[src/rtl/sdc_pkg.sv]
package sdc_pkg;
  typedef enum logic [3:0] {
    CMD_NOP  = 4'd0,
    CMD_MRS  = 4'd1,
    CMD_REF  = 4'd2,
    CMD_SREF = 4'd3,
    CMD_ACT  = 4'd4,
    CMD_RD   = 4'd5,
    CMD_WR   = 4'd6,
    CMD_BST  = 4'd7,
    CMD_PRE  = 4'd8
  } cmd_e;
endpackage

[src/rtl/sdc_decode.sv]
module sdc_decode
  import sdc_pkg::*;
(
  input  logic cke_prev,
  input  logic cke_now,
  input  logic cs_n,
  input  logic ras_n,
  input  logic cas_n,
  input  logic we_n,
  output cmd_e cmd
);
  always_comb begin
    cmd = CMD_NOP;
    if (cke_prev && !cs_n) begin
      case ({ras_n, cas_n, we_n})
        3'b000:  cmd = CMD_MRS;
        3'b001:  cmd = cke_now ? CMD_REF : CMD_SREF;
        3'b011:  cmd = CMD_ACT;
        3'b101:  cmd = CMD_RD;
        3'b100:  cmd = CMD_WR;
        3'b110:  cmd = CMD_BST;
        3'b010:  cmd = CMD_PRE;
        default: cmd = CMD_NOP;
      endcase
    end
  end
endmodule

[src/rtl/sdc_bank.sv]
module sdc_bank
  import sdc_pkg::*;
#(
  parameter int ROW_W = 12
) (
  input  logic             clk,
  input  logic             rst,
  input  cmd_e             cmd,
  input  logic             sel,
  input  logic             ap,
  input  logic [ROW_W-1:0] row_in,
  output logic             open_o,
  output logic [ROW_W-1:0] row_o,
  output logic             illegal_o
);
  logic act_ok, col_close, pre_close;

  always_comb begin
    illegal_o = 1'b0;
    case (cmd)
      CMD_ACT:        illegal_o = sel && open_o;
      CMD_RD, CMD_WR: illegal_o = sel && !open_o;
      CMD_PRE:        illegal_o = sel && !ap && !open_o;
      default:        illegal_o = 1'b0;
    endcase
  end

  assign act_ok    = (cmd == CMD_ACT) && sel && !open_o;
  assign col_close = ((cmd == CMD_RD) || (cmd == CMD_WR)) && sel && open_o && ap;
  assign pre_close = (cmd == CMD_PRE) && (ap || (sel && open_o));

  always_ff @(posedge clk) begin
    if (rst) begin
      open_o <= 1'b0;
      row_o  <= '0;
    end else if (act_ok) begin
      open_o <= 1'b1;
      row_o  <= row_in;
    end else if (col_close || pre_close) begin
      open_o <= 1'b0;
    end
  end

  assert_illegal_keeps_bank_R4: assert property (@(posedge clk) disable iff (rst)
    illegal_o |=> ($stable(open_o) && $stable(row_o)));

  assert_act_captures_row_R4: assert property (@(posedge clk) disable iff (rst)
    ((cmd == CMD_ACT) && sel && !open_o) |=> (open_o && (row_o == $past(row_in))));

  assert_pre_all_closes_R6: assert property (@(posedge clk) disable iff (rst)
    ((cmd == CMD_PRE) && ap) |=> !open_o);
endmodule

[src/rtl/sdc_mode.sv]
module sdc_mode
  import sdc_pkg::*;
#(
  parameter int         BL_W   = 3,
  parameter int         CL_W   = 3,
  parameter logic [2:0] CL_RST = 3'd2
) (
  input  logic            clk,
  input  logic            rst,
  input  cmd_e            cmd,
  input  logic            cke_prev,
  input  logic            cke_now,
  input  logic            any_open,
  input  logic [BL_W+CL_W:0] key,
  output logic [CL_W-1:0] cas_lat_o,
  output logic [BL_W-1:0] burst_len_o,
  output logic            burst_ilv_o,
  output logic            self_ref_o,
  output logic            illegal_o
);
  localparam int ILV_POS = BL_W;
  localparam int CL_LSB  = BL_W + 1;

  logic needs_idle;

  assign needs_idle = (cmd == CMD_MRS) || (cmd == CMD_REF) || (cmd == CMD_SREF);
  assign illegal_o  = needs_idle && any_open;

  always_ff @(posedge clk) begin
    if (rst) begin
      cas_lat_o   <= CL_W'(CL_RST);
      burst_len_o <= '0;
      burst_ilv_o <= 1'b0;
    end else if ((cmd == CMD_MRS) && !any_open) begin
      cas_lat_o   <= key[CL_LSB +: CL_W];
      burst_len_o <= key[BL_W-1:0];
      burst_ilv_o <= key[ILV_POS];
    end
  end

  always_ff @(posedge clk) begin
    if (rst) begin
      self_ref_o <= 1'b0;
    end else if (!cke_prev && cke_now) begin
      self_ref_o <= 1'b0;
    end else if ((cmd == CMD_SREF) && !any_open) begin
      self_ref_o <= 1'b1;
    end
  end

  assert_blocked_mrs_keeps_mode_R7: assert property (@(posedge clk) disable iff (rst)
    illegal_o |=> ($stable(cas_lat_o) && $stable(burst_len_o) && $stable(burst_ilv_o)));

  assert_sref_exit_R9: assert property (@(posedge clk) disable iff (rst)
    (self_ref_o && !cke_prev && cke_now) |=> !self_ref_o);

  assert_blocked_sref_R9: assert property (@(posedge clk) disable iff (rst)
    ((cmd == CMD_SREF) && any_open && !self_ref_o) |=> !self_ref_o);
endmodule

[src/rtl/sdram_cmd_tracker.sv]
module sdram_cmd_tracker
  import sdc_pkg::*;
#(
  parameter int NUM_BANKS = 4,
  parameter int ROW_W     = 12,
  parameter int AP_BIT    = 10,
  parameter int BL_W      = 3,
  parameter int CL_W      = 3,
  localparam int BA_W     = $clog2(NUM_BANKS),
  localparam int KEY_W    = BL_W + CL_W + 1
) (
  input  logic                       clk,
  input  logic                       rst,
  input  logic                       cke_i,
  input  logic                       cs_n_i,
  input  logic                       ras_n_i,
  input  logic                       cas_n_i,
  input  logic                       we_n_i,
  input  logic [BA_W-1:0]            ba_i,
  input  logic [ROW_W-1:0]           addr_i,
  output logic [3:0]                 cmd_o,
  output logic                       err_o,
  output logic [NUM_BANKS-1:0]       bank_open_o,
  output logic [NUM_BANKS*ROW_W-1:0] open_row_o,
  output logic [CL_W-1:0]            cas_lat_o,
  output logic [BL_W-1:0]            burst_len_o,
  output logic                       burst_ilv_o,
  output logic                       frozen_o,
  output logic                       self_ref_o
);
  logic                 cke_q;
  cmd_e                 cmd_now;
  cmd_e                 cmd_q;
  logic                 err_q;
  logic [NUM_BANKS-1:0] bank_sel;
  logic [NUM_BANKS-1:0] bank_bad;
  logic                 mode_bad;

  always_ff @(posedge clk) begin
    if (rst) cke_q <= 1'b1;
    else     cke_q <= cke_i;
  end

  sdc_decode u_decode (
    .cke_prev (cke_q),
    .cke_now  (cke_i),
    .cs_n     (cs_n_i),
    .ras_n    (ras_n_i),
    .cas_n    (cas_n_i),
    .we_n     (we_n_i),
    .cmd      (cmd_now)
  );

  for (genvar b = 0; b < NUM_BANKS; b++) begin : g_bank
    assign bank_sel[b] = (ba_i == BA_W'(b));
    sdc_bank #(.ROW_W(ROW_W)) u_bank (
      .clk       (clk),
      .rst       (rst),
      .cmd       (cmd_now),
      .sel       (bank_sel[b]),
      .ap        (addr_i[AP_BIT]),
      .row_in    (addr_i),
      .open_o    (bank_open_o[b]),
      .row_o     (open_row_o[b*ROW_W +: ROW_W]),
      .illegal_o (bank_bad[b])
    );
  end

  sdc_mode #(.BL_W(BL_W), .CL_W(CL_W)) u_mode (
    .clk         (clk),
    .rst         (rst),
    .cmd         (cmd_now),
    .cke_prev    (cke_q),
    .cke_now     (cke_i),
    .any_open    (|bank_open_o),
    .key         (addr_i[KEY_W-1:0]),
    .cas_lat_o   (cas_lat_o),
    .burst_len_o (burst_len_o),
    .burst_ilv_o (burst_ilv_o),
    .self_ref_o  (self_ref_o),
    .illegal_o   (mode_bad)
  );

  always_ff @(posedge clk) begin
    if (rst) begin
      cmd_q <= CMD_NOP;
      err_q <= 1'b0;
    end else begin
      cmd_q <= cmd_now;
      err_q <= mode_bad || (|bank_bad);
    end
  end

  assign cmd_o    = cmd_q;
  assign err_o    = err_q;
  assign frozen_o = ~cke_q;

  assert_frozen_is_nop_R3: assert property (@(posedge clk) disable iff (rst)
    frozen_o |=> (cmd_o == CMD_NOP));

  assert_deselect_is_nop_R2: assert property (@(posedge clk) disable iff (rst)
    cs_n_i |=> (cmd_o == CMD_NOP));

  assert_sref_implies_frozen_R9: assert property (@(posedge clk) disable iff (rst)
    self_ref_o |-> frozen_o);

  assert_one_bank_selected_R10: assert property (@(posedge clk) disable iff (rst)
    $countones(bank_sel) == 1);
endmodule

[config.mk]
export PLATFORM = sky130hd
export DESIGN_NAME = sdram_cmd_tracker
export DESIGN_NICKNAME = d
export VERILOG_FILES = /design/src/rtl/sdc_pkg.sv /design/src/rtl/sdc_decode.sv /design/src/rtl/sdc_bank.sv /design/src/rtl/sdc_mode.sv /design/src/rtl/sdram_cmd_tracker.sv
export SDC_FILE = /design/constraint.sdc
export NUM_CORES = 1
export LEC_CHECK = 0
export ABC_AREA = 1
export CAP_MARGIN = 20
export CORE_ASPECT_RATIO = 0.8
export CORE_MARGIN = 2
export CORE_UTILIZATION = 40
export DETAILED_ROUTE_END_ITERATION = 7
export PLACE_DENSITY_LB_ADDON = 0.05
export SKIP_LAST_GASP = 1
export SLEW_MARGIN = 20
export SYNTH_ARGS = -nofsm -noshare
export SYNTH_HDL_FRONTEND = slang
export SYNTH_HIERARCHICAL = 1
export SYNTH_SLANG_ARGS = --single-unit
[constraint.sdc]
create_clock -name clk -period 3.79 [get_ports clk]
set_clock_uncertainty 0.05 [all_clocks]
set_input_delay 0.5685 -clock clk [delete_from_list [all_inputs] [get_ports clk]]
set_output_delay 0.5685 -clock clk [all_outputs]
set_load 0.01 [all_outputs]
==> results of run 1 <==
[power by group through the flow]
| stage | combinational (uW) | sequential [uW] | clock, uW |
|---|---|---|---|
| 2_1_floorplan | 121 | 745 | 0 |
| 3_3_place_gp | 221 | 738 | 0 |
| 3_5_place_dp | 224 | 739 | 0 |
| 4_1_cts | 225 | 723 | 669 |
| 5_1_grt | 249 | 724 | 701 |
| 6_report | 225 | 722 | 657 |
[kinds of logic (layout without fill, tap and decap cells)]
family / after synthesis / after routing / synth area share
buf+inv: 66 / 159 / 0.102
flops: 66 / 66 / 0.432
simple gates: 233 / 233 / 0.363
compound gates: 59 / 59 / 0.103
[stage by stage]
step / std cells / setup slack, ns / instance area [sq um] / hold slack [ns]
2_1_floorplan: 424 / 0.619 / 3060 / 0.422
3_3_place_gp: 606 / 0.969 / 3980 / 0.388
3_5_place_dp: 606 / 0.894 / 3980 / 0.392
4_1_cts: 622 / 1.26 / 4200 / 0.402
5_1_grt: 622 / 1.06 / 4200 / 0.429
6_report: 622 / 1.21 / 4200 / 0.399
[path summary, 6_finish.rpt]
kind	startpoint	endpoint	cells after the start
setup / recovery	we_n_i	g_bank[3].u_bank/row_o[10]	11
hold / removal	u_mode/self_ref_o	u_mode/self_ref_o	2
hold reg to reg	u_mode/self_ref_o	u_mode/self_ref_o	2
setup reg to reg	cke_q	g_bank[3].u_bank/row_o[10]	10
[worst register-to-register path, cell delays in order (launching register included)]
cell     delay, ns
dfxtp_1       0.36
inv_1         0.10
nor2_4        0.11
o21ai_0       0.11
a21oi_1       0.15
buf_4         0.25
inv_2         0.08
nor3_4        0.48
nand2_2       0.30
nand2_1       0.13
a21oi_1       0.07
[state kept, by name, indices dropped and copies added, names as in the netlist]
signal,count
cmd_o,4
u_mode/burst_ilv_o,1
cke_q,1
u_mode/self_ref_o,1
g_bank.u_bank/open_o,4
g_bank.u_bank/row_o,48
err_o,1
u_mode/burst_len_o,3
u_mode/cas_lat_o,3
[layer usage]
layer	wire, microns	part of all wire	GRT usage	up-vias
met2	3760	0.45	0.309	67
met5	0	0	0	-
met3	370	0.044	0.0657	5
met4	64	0.0076	0.0432	0
met1	4180	0.50	0.289	1406
li1	-	-	-	1552
[layout make-up]
class                      count  area, sq um
timing repair buffer          93          908
clock inverter                 5         77.6
clock buffer                  11          141
tap                          105          131
multi-input combinational    292         1430
inverter                      50          188
fill                         724         3190
sequential                    66         1320
[cell usage in the layout (no fill, tap or decap), drive strengths merged]
master / count
a21oi: 55
and3: 1
buf: 8
bufinv: 2
clkbuf: 11
clkdlybuf4s50: 85
clkinv: 3
clkinvlp: 1
dfxtp: 66
inv: 49
nand2: 101
nand3: 71
nand4: 8
nor2: 46
nor3: 5
o21ai: 4
or2: 1
==> results.yml, run 1 <==
cells_and_area:
  antennaDiodeCount: 0
  areaGrowthSynthToFinish_pct: 37.2
  final_nets: 533
  final_util: 0.568
  drive_above_1_share: 0.112
power:
  intPower_uw: 1190
  p_comb_frac: 0.140
  clockPowerShare: 0.409
  total_power_uw: 1600
  power_density_nw_per_um2: 382
  seqPwrFrac: 0.450
  p_leak_uw: 0.00159
  p_sw_uw: 416
  netSwitchingFraction: 0.260
  peakVddDrop_v: 0.000207
placement:
  gp_congestion: 0.789
  dpl.hpwl_microns: 6030
  numPortBuffers: 86
floorplan:
  die_area_sq_um: 8370
  coreArea_sq_um: 7390
  start_util: 0.414
  num_rows: 28
  fp.dieW_microns: 102
  die_h_microns: 82.2
  pin_count: 87
yosys:
  synth_most_common_cell: "nand2_1"
  yosysUniqueCellTypes: 22
  avgSynthCellArea_sq_um: 7.22
  async_reset_ff_frac: 0
  yosys.area.top_type: "dfxtp_1"
  ys_seq_elements: 66
  synth_area_leaders: "dfxtp_1 43%, nand3_1 12%, nand2_1 11%"
  netlist_instances: 424
  synth_fp_nets: 445
  synth_seq_area_share: 0.432
  synth_ff_type: "dfxtp_1"
  netlist_area_sq_um: 3060
  yosysWarnings: 6
  yosysTopAreaCellShare: 0.432
  synth-edff-count: 0
  yosys-top-cells-count: "90 x nand2_1, 71 x nand3_1, 66 x dfxtp_1, 50 x a21oi_1, 43 x inv_1"
global_route:
  grt_pass1_wl_microns: 13200
  grt_start_max_net_pins: 34
  grt_pass1_vias: 2674
  grt_usage: 0.205
  grt-ovfl-total: 0
  antenna_found_initial: 0
setup_path:
  critPathMaxStageDelay_ns: 0.53
  cpLargestDelayFamily: "simple AND/OR/NAND/NOR gates"
  critPathBufInv: 3
  reg2reg_slack_ns: 1.51
  crit_chain: "clkdlybuf4s50_1 -> inv_2 -> nand2_2 -> nand2_2 -> and3_1 -> inv_1 -> nand2_2 -> nor3_4 -> nand2_2 -> nand2_1 -> a21oi_1"
  cp_max_fo: 17
  startpoint_type: "primary input"
  crit_top_cell: "nand2_2"
  critPathRequiredTime_ns: 3.96
  cp-end-kind: "register"
  cp_slowest_cell: "clkdlybuf4s50_1"
  cp.arrival_ns: 2.75
  crit_type: "primary input to register"
clock_tree:
  cts_sinks: 66
  cts_buffer_depth: 2
  cts_tree: "done"
  numCtsBuffers: 9
  clk_latency_ns: 0.34
  post_cts_buffers: 0
  path_clk_slew_ns: 0.07
  cts_hold_buffers: 0
  cts_resized: 0
  cts-htree-levels: 3
  clockRootBuffer: "clkbuf_8"
timing:
  hold_viol_final: 0
  setup_viol: 0
  finalCriticalPeriod_ns: 2.58
  timing.final.crit_share: 0.681
  fmax_mhz: 387
  maxSlewViolCount: 0
  maxSlewHeadroom: 0.574
  tightestPinTransition_ns: 0.639
  setup-tns-final_ns: 0
  rsz0062_at_grt: "no"
flow_run:
  cap_violations: 0
route:
  dr.pass1.iters: 4
  drtAntennaViolNets: 0
  wl_microns: 8380
  wire_per_inst_microns: 13.5
  drc_errors: 0
  vias: 3030
  avgViaCountPerCell: 4.87
  first_iter_violations: 204
status:
  status: "finished clean"
min_path:
  hold_path.class: "register to register"
Power figures use the tool's default switching activity.
==> run 2, diff against run 1 <==
clock period = 2.4 ns   (was 3.79 ns; I/O delays follow)
==> results.yml, run 2 (synthesis results as in run 1) <==
clock_tree:
  cts_sinks: 66
  clockRootBuffer: "clkbuf_8"
  clk_latency_ns: 0.33
  cts_hold_buffers: 0
  cts_resized: 0
  path_clk_slew_ns: 0.07
  post_cts_buffers: 0
  numCtsBuffers: 9
  cts_buffer_depth: 2
  cts-htree-levels: 3
  cts_tree: "done"
floorplan:
  die_area_sq_um: 8370
  die_h_microns: 82.2
  coreArea_sq_um: 7390
  num_rows: 28
  start_util: 0.414
  fp.dieW_microns: 102
  pin_count: 87
route:
  avgViaCountPerCell: 4.84
  drc_errors: 0
  highest_layer: "met4"
  wl_microns: 8540
  first_iter_violations: 162
  vias: 3059
  wire_per_inst_microns: 13.5
  dr_wl_met3_microns: 532
  wl_met2_microns: 3840
  drtAntennaViolNets: 0
  dr.pass1.iters: 4
  wl_met1_microns: 4110
timing:
  maxSlewViolCount: 0
  setup_viol: 0
  fmax_mhz: 479
  hold_viol_final: 0
  setup_slack_ns: 0.313
  tightestPinTransition_ns: 0.497
  finalCriticalPeriod_ns: 2.09
  maxSlewHeadroom: 0.669
  rsz0062_at_grt: "no"
  timing.final.crit_share: 0.869
  hold_ws_ns: 0.411
setup_path:
  crit_type: "primary input to register"
  cp.arrival_ns: 2.24
  startpoint_type: "primary input"
  critPathRequiredTime_ns: 2.55
  crit_top_cell: "a21oi_1"
  critPathMaxStageDelay_ns: 0.47
  crit_chain: "clkdlybuf4s50_1 -> nor2_4 -> o21ai_0 -> a21oi_1 -> buf_4 -> inv_2 -> nor3_4 -> nand2_2 -> nand2_1 -> a21oi_1"
  cp_slowest_cell: "clkdlybuf4s50_1"
  cp_max_fo: 13
  cp-end-kind: "register"
min_path:
  hold_path.class: "register to register"
global_route:
  antenna_found_initial: 0
  grt_pass1_vias: 2824
  grt_usage: 0.215
  grt_pass1_wl_microns: 13800
  grt_start_max_net_pins: 24
  grt-ovfl-total: 0
cells_and_area:
  final_util: 0.578
  drive_above_1_share: 0.129
  final_common_cell: "nand2_1"
  antennaDiodeCount: 0
  fill_cells: 725
  final_cell_mix: "90 x nand2_1, 85 x clkdlybuf4s50_1, 71 x nand3_1"
  largest_register: "g_bank.u_bank/row_o"
  multi_input_area_sq_um: 1430
  register_area_sq_um: 1320
  areaGrowthSynthToFinish_pct: 39.6
  largest_register_ff_count: 48
  final_nets: 543
placement:
  gp_congestion: 0.832
  pre_cts_ws_ns: -0.0553
  dpl.hpwl_microns: 6280
  numPortBuffers: 86
power:
  total_power_uw: 2470
  power_density_nw_per_um2: 578
  p_leak_uw: 0.00164
  peakVddDrop_v: 0.000308
flow_run:
  cap_violations: 0
status:
  status: "finished clean"
[run 2: cell type report]
class / instances / area share
well taps: 105 / 0.0308
flip-flops and latches: 66 / 0.309
inverters: 50 / 0.0439
repair buffers: 103 / 0.233
clock buffers: 12 / 0.0363
multi-input cells: 292 / 0.335
clock inverters: 4 / 0.0117
[run 2: power breakdown]
part           internal, uW  leakage, uW  switching [uW]
Clock                   535    0.0000986             426
Combinational           154      0.00100             216
Sequential             1120     0.000534            16.6
[run 2: per-layer routing]
metal,GRT usage,up-vias
met1,0.291,1417
met4,0.0514,0
met5,0,-
li1,-,1565
met3,0.0758,4
met2,0.329,73
[run 2: worst max-delay path, delay by kind of cell]
kind                   cells  cell delay [ns]
buffers and inverters      3             0.77
AND/OR/NAND/NOR            4             0.82
AO/OA/AOI/OAI              3             0.28
[run 2: through the flow]
step | std cells | area, sq um | setup TNS (ns)
2_1_floorplan | 424 | 3060 | 0
3_3_place_gp | 616 | 4070 | -0.671
3_5_place_dp | 616 | 4070 | -0.312
4_1_cts | 632 | 4270 | 0
5_1_grt | 632 | 4270 | 0
6_report | 632 | 4270 | 0
[run 2: final timing paths]
path | start | end | slack (ns) | depth (start not counted)
setup / recovery | cs_n_i | g_bank[3].u_bank/row_o[10] | 0.31 | 10
hold / removal | g_bank[3].u_bank/row_o[3] | g_bank[3].u_bank/row_o[3] | 0.41 | 2
setup reg to reg | cke_q | g_bank[3].u_bank/row_o[10] | 0.42 | 10
hold reg to reg | g_bank[3].u_bank/row_o[3] | g_bank[3].u_bank/row_o[3] | 0.41 | 2
